File: config.mk
export PLATFORM = sky130hd
export DESIGN_NAME = branch_resolve_unit
export DESIGN_NICKNAME = d
export VERILOG_FILES = /design/src/rtl/bru_pkg.sv /design/src/rtl/bru_cond.sv /design/src/rtl/bru_target.sv /design/src/rtl/bru_select.sv /design/src/rtl/branch_resolve_unit.sv
export SDC_FILE = /design/constraint.sdc
export NUM_CORES = 1
export LEC_CHECK = 0
export CAP_MARGIN = 25
export CORE_MARGIN = 3
export CORE_UTILIZATION = 44
export DETAILED_ROUTE_END_ITERATION = 10
export PLACE_DENSITY = 0.89
export SLEW_MARGIN = 30
export SYNTH_ARGS = -nofsm -noshare
export SYNTH_HDL_FRONTEND = slang
export SYNTH_SLANG_ARGS = --single-unit
File: constraint.sdc
create_clock -name clk -period 6.95 [get_ports clk]
set_input_delay 1.39 -clock clk [delete_from_list [all_inputs] [get_ports clk]]
set_output_delay 1.39 -clock clk [all_outputs]
set_load 0.005 [all_outputs]
File: src/rtl/bru_pkg.sv
package bru_pkg;

  localparam int BR_OP_W = 3;
  localparam int BR_OP_N = 1 << BR_OP_W;

  typedef enum logic [BR_OP_W-1:0] {
    BR_NONE = 3'd0,
    BR_EQ   = 3'd1,
    BR_NE   = 3'd2,
    BR_ZERO = 3'd3,
    BR_NZ   = 3'd4,
    BR_NEG  = 3'd5,
    BR_NNEG = 3'd6,
    BR_JREG = 3'd7
  } br_op_e;

  // Decision handed to the output register stage
  typedef struct packed {
    logic take_ex;
    logic take_id;
    logic kill_slot;
  } br_dec_t;

endpackage

File: src/rtl/bru_cond.sv
// Fast condition tests: only equality, whole-word zero and sign bit.
module bru_cond
  import bru_pkg::*;
#(
  parameter int XLEN = 32
) (
  input  logic [BR_OP_W-1:0] op,
  input  logic [XLEN-1:0]    rs,
  input  logic [XLEN-1:0]    rt,
  output logic               taken,
  output logic               is_ind
);

  logic             same;
  logic             rs_zero;
  logic             rs_sign;
  logic [BR_OP_N-1:0] hit;

  assign same    = (rs == rt);
  assign rs_zero = (rs == '0);
  assign rs_sign = rs[XLEN-1];

  // One hit line per encoding; the op code selects among them.
  for (genvar g = 0; g < BR_OP_N; g++) begin : g_hit
    if (g == int'(BR_EQ)) begin : g_eq
      assign hit[g] = same;
    end else if (g == int'(BR_NE)) begin : g_ne
      assign hit[g] = !same;
    end else if (g == int'(BR_ZERO)) begin : g_z
      assign hit[g] = rs_zero;
    end else if (g == int'(BR_NZ)) begin : g_nz
      assign hit[g] = !rs_zero;
    end else if (g == int'(BR_NEG)) begin : g_neg
      assign hit[g] = rs_sign;
    end else if (g == int'(BR_NNEG)) begin : g_nneg
      assign hit[g] = !rs_sign;
    end else if (g == int'(BR_JREG)) begin : g_jr
      assign hit[g] = 1'b1;
    end else begin : g_none
      assign hit[g] = 1'b0;
    end
  end

  assign taken  = hit[op];
  assign is_ind = (op == BR_JREG);

endmodule

File: src/rtl/bru_target.sv
// Target arithmetic for PC-relative branches and decode-stage direct jumps.
module bru_target #(
  parameter int XLEN  = 32,
  parameter int OFF_W = 16,
  parameter int IDX_W = 26
) (
  input  logic [XLEN-1:0]  ex_pc,
  input  logic [OFF_W-1:0] ex_offset,
  input  logic [XLEN-1:0]  id_pc,
  input  logic [IDX_W-1:0] id_index,
  output logic [XLEN-1:0]  br_target,
  output logic [XLEN-1:0]  jmp_target
);

  localparam int EXT_W = XLEN - OFF_W - 2;
  localparam int UP_W  = XLEN - IDX_W - 2;

  logic [XLEN-1:0]      rel;
  logic [UP_W-1:0]      pc4_upper;
  logic [XLEN-UP_W-1:0] pc4_low_unused;

  assign rel       = {{EXT_W{ex_offset[OFF_W-1]}}, ex_offset, 2'b00};
  assign br_target = ex_pc + XLEN'(4) + rel;

  assign {pc4_upper, pc4_low_unused} = id_pc + XLEN'(4);
  assign jmp_target = {pc4_upper, id_index, 2'b00};

endmodule

File: src/rtl/bru_select.sv
// Priority between stages and the registered output stage.
module bru_select
  import bru_pkg::*;
#(
  parameter int XLEN = 32
) (
  input  logic            clk,
  input  logic            rst,
  input  logic            ex_live,
  input  logic            ex_taken,
  input  logic            ex_is_ind,
  input  logic            ex_likely,
  input  logic [XLEN-1:0] br_target,
  input  logic [XLEN-1:0] ind_target,
  input  logic            id_jump,
  input  logic [XLEN-1:0] jmp_target,
  output logic            redirect_q,
  output logic [XLEN-1:0] next_pc_q,
  output logic            annul_q
);

  br_dec_t         dec;
  logic [XLEN-1:0] pc_d;

  always_comb begin
    dec.take_ex   = ex_live && (ex_is_ind || ex_taken);
    dec.kill_slot = ex_live && !ex_is_ind && ex_likely && !ex_taken;
    // The decode instruction is the slot of the execute branch: it loses to
    // a taken transfer and vanishes when the slot is annulled.
    dec.take_id   = id_jump && !dec.take_ex && !dec.kill_slot;

    if (dec.take_ex) begin
      pc_d = ex_is_ind ? ind_target : br_target;
    end else if (dec.take_id) begin
      pc_d = jmp_target;
    end else begin
      pc_d = '0;
    end
  end

  always_ff @(posedge clk) begin
    if (rst) begin
      redirect_q <= 1'b0;
      next_pc_q  <= '0;
      annul_q    <= 1'b0;
    end else begin
      redirect_q <= dec.take_ex || dec.take_id;
      next_pc_q  <= pc_d;
      annul_q    <= dec.kill_slot;
    end
  end

endmodule

File: src/rtl/branch_resolve_unit.sv
module branch_resolve_unit
  import bru_pkg::*;
#(
  parameter int XLEN  = 32,
  parameter int OFF_W = 16,
  parameter int IDX_W = 26
) (
  input  logic               clk,
  input  logic               rst,
  input  logic               id_jump,
  input  logic [XLEN-1:0]    id_pc,
  input  logic [IDX_W-1:0]   id_index,
  input  logic               ex_valid,
  input  logic [BR_OP_W-1:0] ex_op,
  input  logic               ex_likely,
  input  logic [XLEN-1:0]    ex_pc,
  input  logic [OFF_W-1:0]   ex_offset,
  input  logic [XLEN-1:0]    ex_rs_val,
  input  logic [XLEN-1:0]    ex_rt_val,
  output logic               redirect,
  output logic [XLEN-1:0]    next_pc,
  output logic               annul
);

  logic            taken;
  logic            is_ind;
  logic            ex_live;
  logic [XLEN-1:0] br_target;
  logic [XLEN-1:0] jmp_target;

  // While annul is high the execute stage holds the squashed slot.
  assign ex_live = ex_valid && !annul && (ex_op != BR_NONE);

  bru_cond #(.XLEN(XLEN)) u_cond (
    .op     (ex_op),
    .rs     (ex_rs_val),
    .rt     (ex_rt_val),
    .taken  (taken),
    .is_ind (is_ind)
  );

  bru_target #(.XLEN(XLEN), .OFF_W(OFF_W), .IDX_W(IDX_W)) u_target (
    .ex_pc      (ex_pc),
    .ex_offset  (ex_offset),
    .id_pc      (id_pc),
    .id_index   (id_index),
    .br_target  (br_target),
    .jmp_target (jmp_target)
  );

  bru_select #(.XLEN(XLEN)) u_select (
    .clk        (clk),
    .rst        (rst),
    .ex_live    (ex_live),
    .ex_taken   (taken),
    .ex_is_ind  (is_ind),
    .ex_likely  (ex_likely),
    .br_target  (br_target),
    .ind_target (ex_rs_val),
    .id_jump    (id_jump),
    .jmp_target (jmp_target),
    .redirect_q (redirect),
    .next_pc_q  (next_pc),
    .annul_q    (annul)
  );

endmodule

# After elaboration in Yosys (flattened, before gate mapping)
# Cells that the tools add are included.
[totals]
reg_bits = 34
inputBits = 178
output_inout_bits = 34
word_cells = 34
[classes]
addsub = 3
order_cmp = 1
eq_ne = 2
muxes = 5
n_reduce_logical = 20
[op_table]
columns = ["cell", "count"]
rows = [
  ["two-way mux 32 bit", 3],
  ["adder 32 x 3 -> 32 bit, second input constant", 2],
  ["adder 32 bit", 1],
  ["equality test 32 bit", 1],
  ["zero test 32 bit", 1],
  ["logical AND 1 bit", 8],
  ["zero test 1 bit", 8],
  ["less-than comparator 3 x 4 -> 1 bit, second input constant", 1],
  ["binary-select mux 1 bit (select 3 bit)", 1],
  ["equality test 3 bit, second input constant", 1],
  ["nonzero test 3 bit", 1],
  ["logical OR 1 bit", 2],
  ["two-way mux 1 bit", 1],
]

# Longest topological paths before layout
[logic_depth]
word_depth = 11
depth_mapped = 13
mapped_depth_nobuf = 13

# Cells and area by module
# Synthesis repeated with hierarchy kept, for this count alone.
[hier_totals]
hier_cells = 499
hier_area_um2 = 4310.4
[modules_own_cells]
columns = ["module", "n_inst", "cells_each", "area_per_inst_um2"]
rows = [
  ["bru_target", 1, 313, 2389.8],
  ["bru_select", 1, 118, 1393.8],
  ["bru_cond", 1, 66, 504.2],
  ["branch_resolve_unit", 1, 2, 22.5],
]

# Least setup slack after synthesis
# OpenSTA, ideal clock, no wires.
[synth_timing]
path_kind = "input -> register"
start = "input port ex_pc[3]"
end = "register u_select.next_pc_q[31]"
setup_time_ns = 0.117
arrival_time_ns = 3.746
setup_slack_ns = 3.087
cell_stages = 11
cell_sequence = "ha_1 ha_1 fa_1 a211oi_1 o21ai_1 o221ai_1 nand2_1 o21ai_1 o211a_1 o21ai_0 a32o_1"
[synth_between]
elab_chain_len = 4
[synth_lines]
columns = ["element", "line", "rtl"]
rows = [
  ["start: declaration", "branch_resolve_unit.sv:16", "input logic [XLEN-1:0] ex_pc,"],
  ["adder 32 x 3 -> 32 bit", "bru_target.sv:23", "assign br_target = ex_pc + XLEN'(4) + rel;"],
  ["adder 32 bit", "bru_target.sv:23", ""],
  ["two-way mux 32 bit", "bru_select.sv:33", "pc_d = ex_is_ind ? ind_target : br_target;"],
  ["two-way mux 32 bit", "bru_select.sv:32", "if (dec.take_ex) begin"],
  ["end signal: assignment", "bru_select.sv:48", "next_pc_q <= pc_d;"],
  ["end: declaration", "bru_select.sv:18", "output logic [XLEN-1:0] next_pc_q,"],
]
# Every way passes these cells.
# A chain may end at the register's enable or synchronous reset.

# Worst setup path after layout
[layout_timing]
start = "input port ex_offset[15]"
end = "register u_select.next_pc_q[29]"
[layout_between]
elab_chain_len = 3
[layout_lines]
columns = ["element", "line", "rtl"]
rows = [
  ["start: declaration", "branch_resolve_unit.sv:17", "input logic [OFF_W-1:0] ex_offset,"],
  ["adder 32 bit", "bru_target.sv:23", ""],
  ["two-way mux 32 bit", "bru_select.sv:33", ""],
  ["two-way mux 32 bit", "bru_select.sv:32", ""],
]
# Every way passes these cells.

==> results.ini <==
[global_route]
antenna_found_initial = 0
grt_pass1_wl_um = 22700
grt_max_degree = 31
grt.total_usage_pct = 28.0
grt.overflow.total = 0
grt_pass1_vias = 4725

[synthesis]
yosysTopAreaCell = ha_1
synth_cells = 483
synth_area_leaders = ha_1 18%, dfxtp_1 17%, xor2_1 10%, a22o_1 5.1%, a21oi_1 4.7%
yosys_warnings = 0
synth_edf_count = 0
synth_most_common_cell = ha_1
synth_seq_cells = 34
synth.top_cells.by_count = 57 x ha_1, 46 x xor2_1, 43 x nand2_1
synth-seq-area-share_pct = 17.2
synth_cell_types = 57
synthFlopType = dfxtp_1
synth_top_area_share_pct = 18.1
synth-async-reset-ratio_pct = 0
netlist_area_um2 = 3950
syn_area_per_cell_um2 = 8.18
synth_nets = 719

[layout]
final_core_util_pct = 73.5
regArea_um2 = 681
area_growth_pct = 57.4
multi_input_area_um2 = 3120
drive_gt1_share_pct = 2.92
final_nets = 919
fillers = 611
layout.cells.non_filler = 789
n_antenna_cell = 0

[timing]
setup_viol = 0
maxSlewViolCount = 0
post-route-period-util_pct = 65.0
worst_pin_slew_ns = 0.636
hold_viol = 0
slew_headroom_pct = 57.6
clock_skew_ns = 0.00811
period_minus_slack_ns = 4.52
fmax_mhz = 221
fin_setup_tns_ns = 0
whs_ns = 0.733
rsz0062_at_grt = no

[min_path]
holdPathStages = 4
hold_path_end = u_select.annul_q$_SDFF_PP0_
min_path_type = flop to flop
hold_start = u_select.annul_q$_SDFF_PP0_

[worst_setup_path]
setup.worst_path.end_class = flop
reg2reg_depth = 6
cp.arrival_ns = 4.70
max_stage_delay_ns = 0.84
cp_max_fo = 15
cp-start-kind = input pin
reg2reg_slack_ns = 5.18
reg2reg_from = u_select.annul_q$_SDFF_PP0_
worstPathCellList = clkdlybuf4s50_1, ha_1, ha_1, nand4_1, a211oi_1, o221ai_1, a211oi_1, o22ai_1, xor2_1, a21oi_1, a22o_1
cpLargestDelayFamily = compound AO/OA/AOI/OAI gates
cp.required_ns = 7.14
criticalPathCategory = input pin to flop
slowest_stage = clkdlybuf4s50_1
worst-path-buf-inv = 1
r2r_end = u_select.next_pc_q[28]$_SDFF_PP0_

[routing]
drt_iter0_markers = 307
drc = 0
routed_wl_um = 15200
vias = 4749
wl_per_cell_um = 19.2
drt-pass1-iter-count = 5
postRouteAntennaNets = 0
via_per_inst = 6.02

[clock_network]
cts.sinks = 34
clock-root-buffer = clkbuf_8
cts_buffers = 5
cts_hold_buf = 0
insertion_delay_ns = 0.29
post-cts-setup-buffers = 0
cts_htree_levels = 2
cts.path.max_buffers = 2
clk_pin_slew_ns = 0.09
cts_tree = done
cts_resized = 0

[placement]
placed_cells = 781
port_buffers = 209
place_hpwl_um = 12500
place.gp.congestion = 0.989

[pwr]
total_power_uw = 897
p_leak_nw = 2.57
ir_drop_mv = 0.128
power_density_nw_per_um2 = 144

[job]
cap_viol_max_count = 0

[floorplanning]
fp.dieH_um = 101
die_area_um2 = 10200
core-area_um2 = 8460
die_w_um = 101
start_util_pct = 46.7
fp-row-count = 33
ios = 212

[status]
outcome = finished clean

## tightest hold or removal path: cells and delay by family (launching register included)
kind	cells	cell delay, ns
and+or+nand+nor	2	0.15
buffers and inverters	1	0.06
DFF	1	0.34
AOI/OAI and AO/OA	1	0.14
## cell usage in the layout, fill, tap and decap left out, types with 4 or more instances in the layout
master | synthesis | routed
clkdlybuf4s50_1 | 0 | 209
ha_1 | 57 | 57
xor2_1 | 46 | 46
nand2_1 | 43 | 43
a21oi_1 | 37 | 37
dfxtp_1 | 34 | 34
o21ai_0 | 28 | 28
nor2_1 | 26 | 26
a22o_1 | 23 | 23
nand4_1 | 15 | 15
nor4_1 | 15 | 15
a21o_1 | 14 | 14
xnor2_1 | 11 | 11
o211ai_1 | 9 | 9
nand3_1 | 9 | 9
inv_1 | 8 | 8
nor3_1 | 8 | 8
a211oi_1 | 6 | 6
and3_1 | 6 | 6
mux2i_1 | 6 | 6
o2bb2ai_1 | 5 | 5
clkbuf_8 | 0 | 5
o21ai_1 | 4 | 4
o21a_1 | 4 | 4
nor4_2 | 4 | 4
## layout make-up
cell class	count	share of cell area, %
sequential	34	10.9
tap	105	2.11
multi-input combinational	422	50.2
clock inverter	3	1.11
inverter	8	0.483
clock buffer	5	1.11
timing repair buffer	212	34.0
## worst max-delay path by stage
| stage | slack [ns] | from | endpoint | cells after the start |
|---|---|---|---|---|
| after floorplan | 3.09 | ex_pc[3] | u_select.next_pc_q[31]$_SDFF_PP0_ | 11 |
| after global placement | 2.26 | ex_offset[15] | u_select.next_pc_q[29]$_SDFF_PP0_ | 11 |
| after detailed placement | 2.18 | ex_offset[15] | u_select.next_pc_q[29]$_SDFF_PP0_ | 11 |
| after CTS | 2.47 | ex_offset[15] | u_select.next_pc_q[29]$_SDFF_PP0_ | 11 |
| after global routing | 2.18 | ex_offset[15] | u_select.next_pc_q[31]$_SDFF_PP0_ | 11 |
| final | 2.43 | ex_offset[15] | u_select.next_pc_q[29]$_SDFF_PP0_ | 11 |
## where the power goes
part | switching (mW) | internal (mW) | total [mW]
Combinational | 0.210 | 0.239 | 0.450
Sequential | 0.00485 | 0.211 | 0.216
Clock | 0.0866 | 0.144 | 0.231
Total | 0.302 | 0.595 | 0.897
## metrics by stage
step                      setup WS, ns  cell area, um2
after detailed placement          2.18            6080
after global routing              2.18            6220
after floorplan                   3.09            3950
after global placement            2.26            6080
final                             2.43            6220
after CTS                         2.47            6220
## state kept, by name, indices dropped and copies added, names as in the netlist
name	flops
u_select.next_pc_q	32
u_select.annul_q	1
u_select.redirect_q	1
## kinds of logic (layout without fill, tap and decap cells)
kind of cell    after synthesis  after routing  share of synthesized area, %
compound gates              157            157                          27.4
mux                           7              7                          1.81
flops                        34             34                          17.2
fa+ha+maj                    58             58                          18.6
simple gates                143            143                          18.6
xor+xnor                     57             57                          12.6
buf+inv                      27            228                          3.71
## routing by layer
layer | track usage [%] | routed length [um]
met1 | 32.3 | 5690
met3 | 7.13 | 1530
met2 | 48.5 | 7260
met4 | 12.6 | 684
met5 | 0 | 0
(Power assumes the default switching activity.)
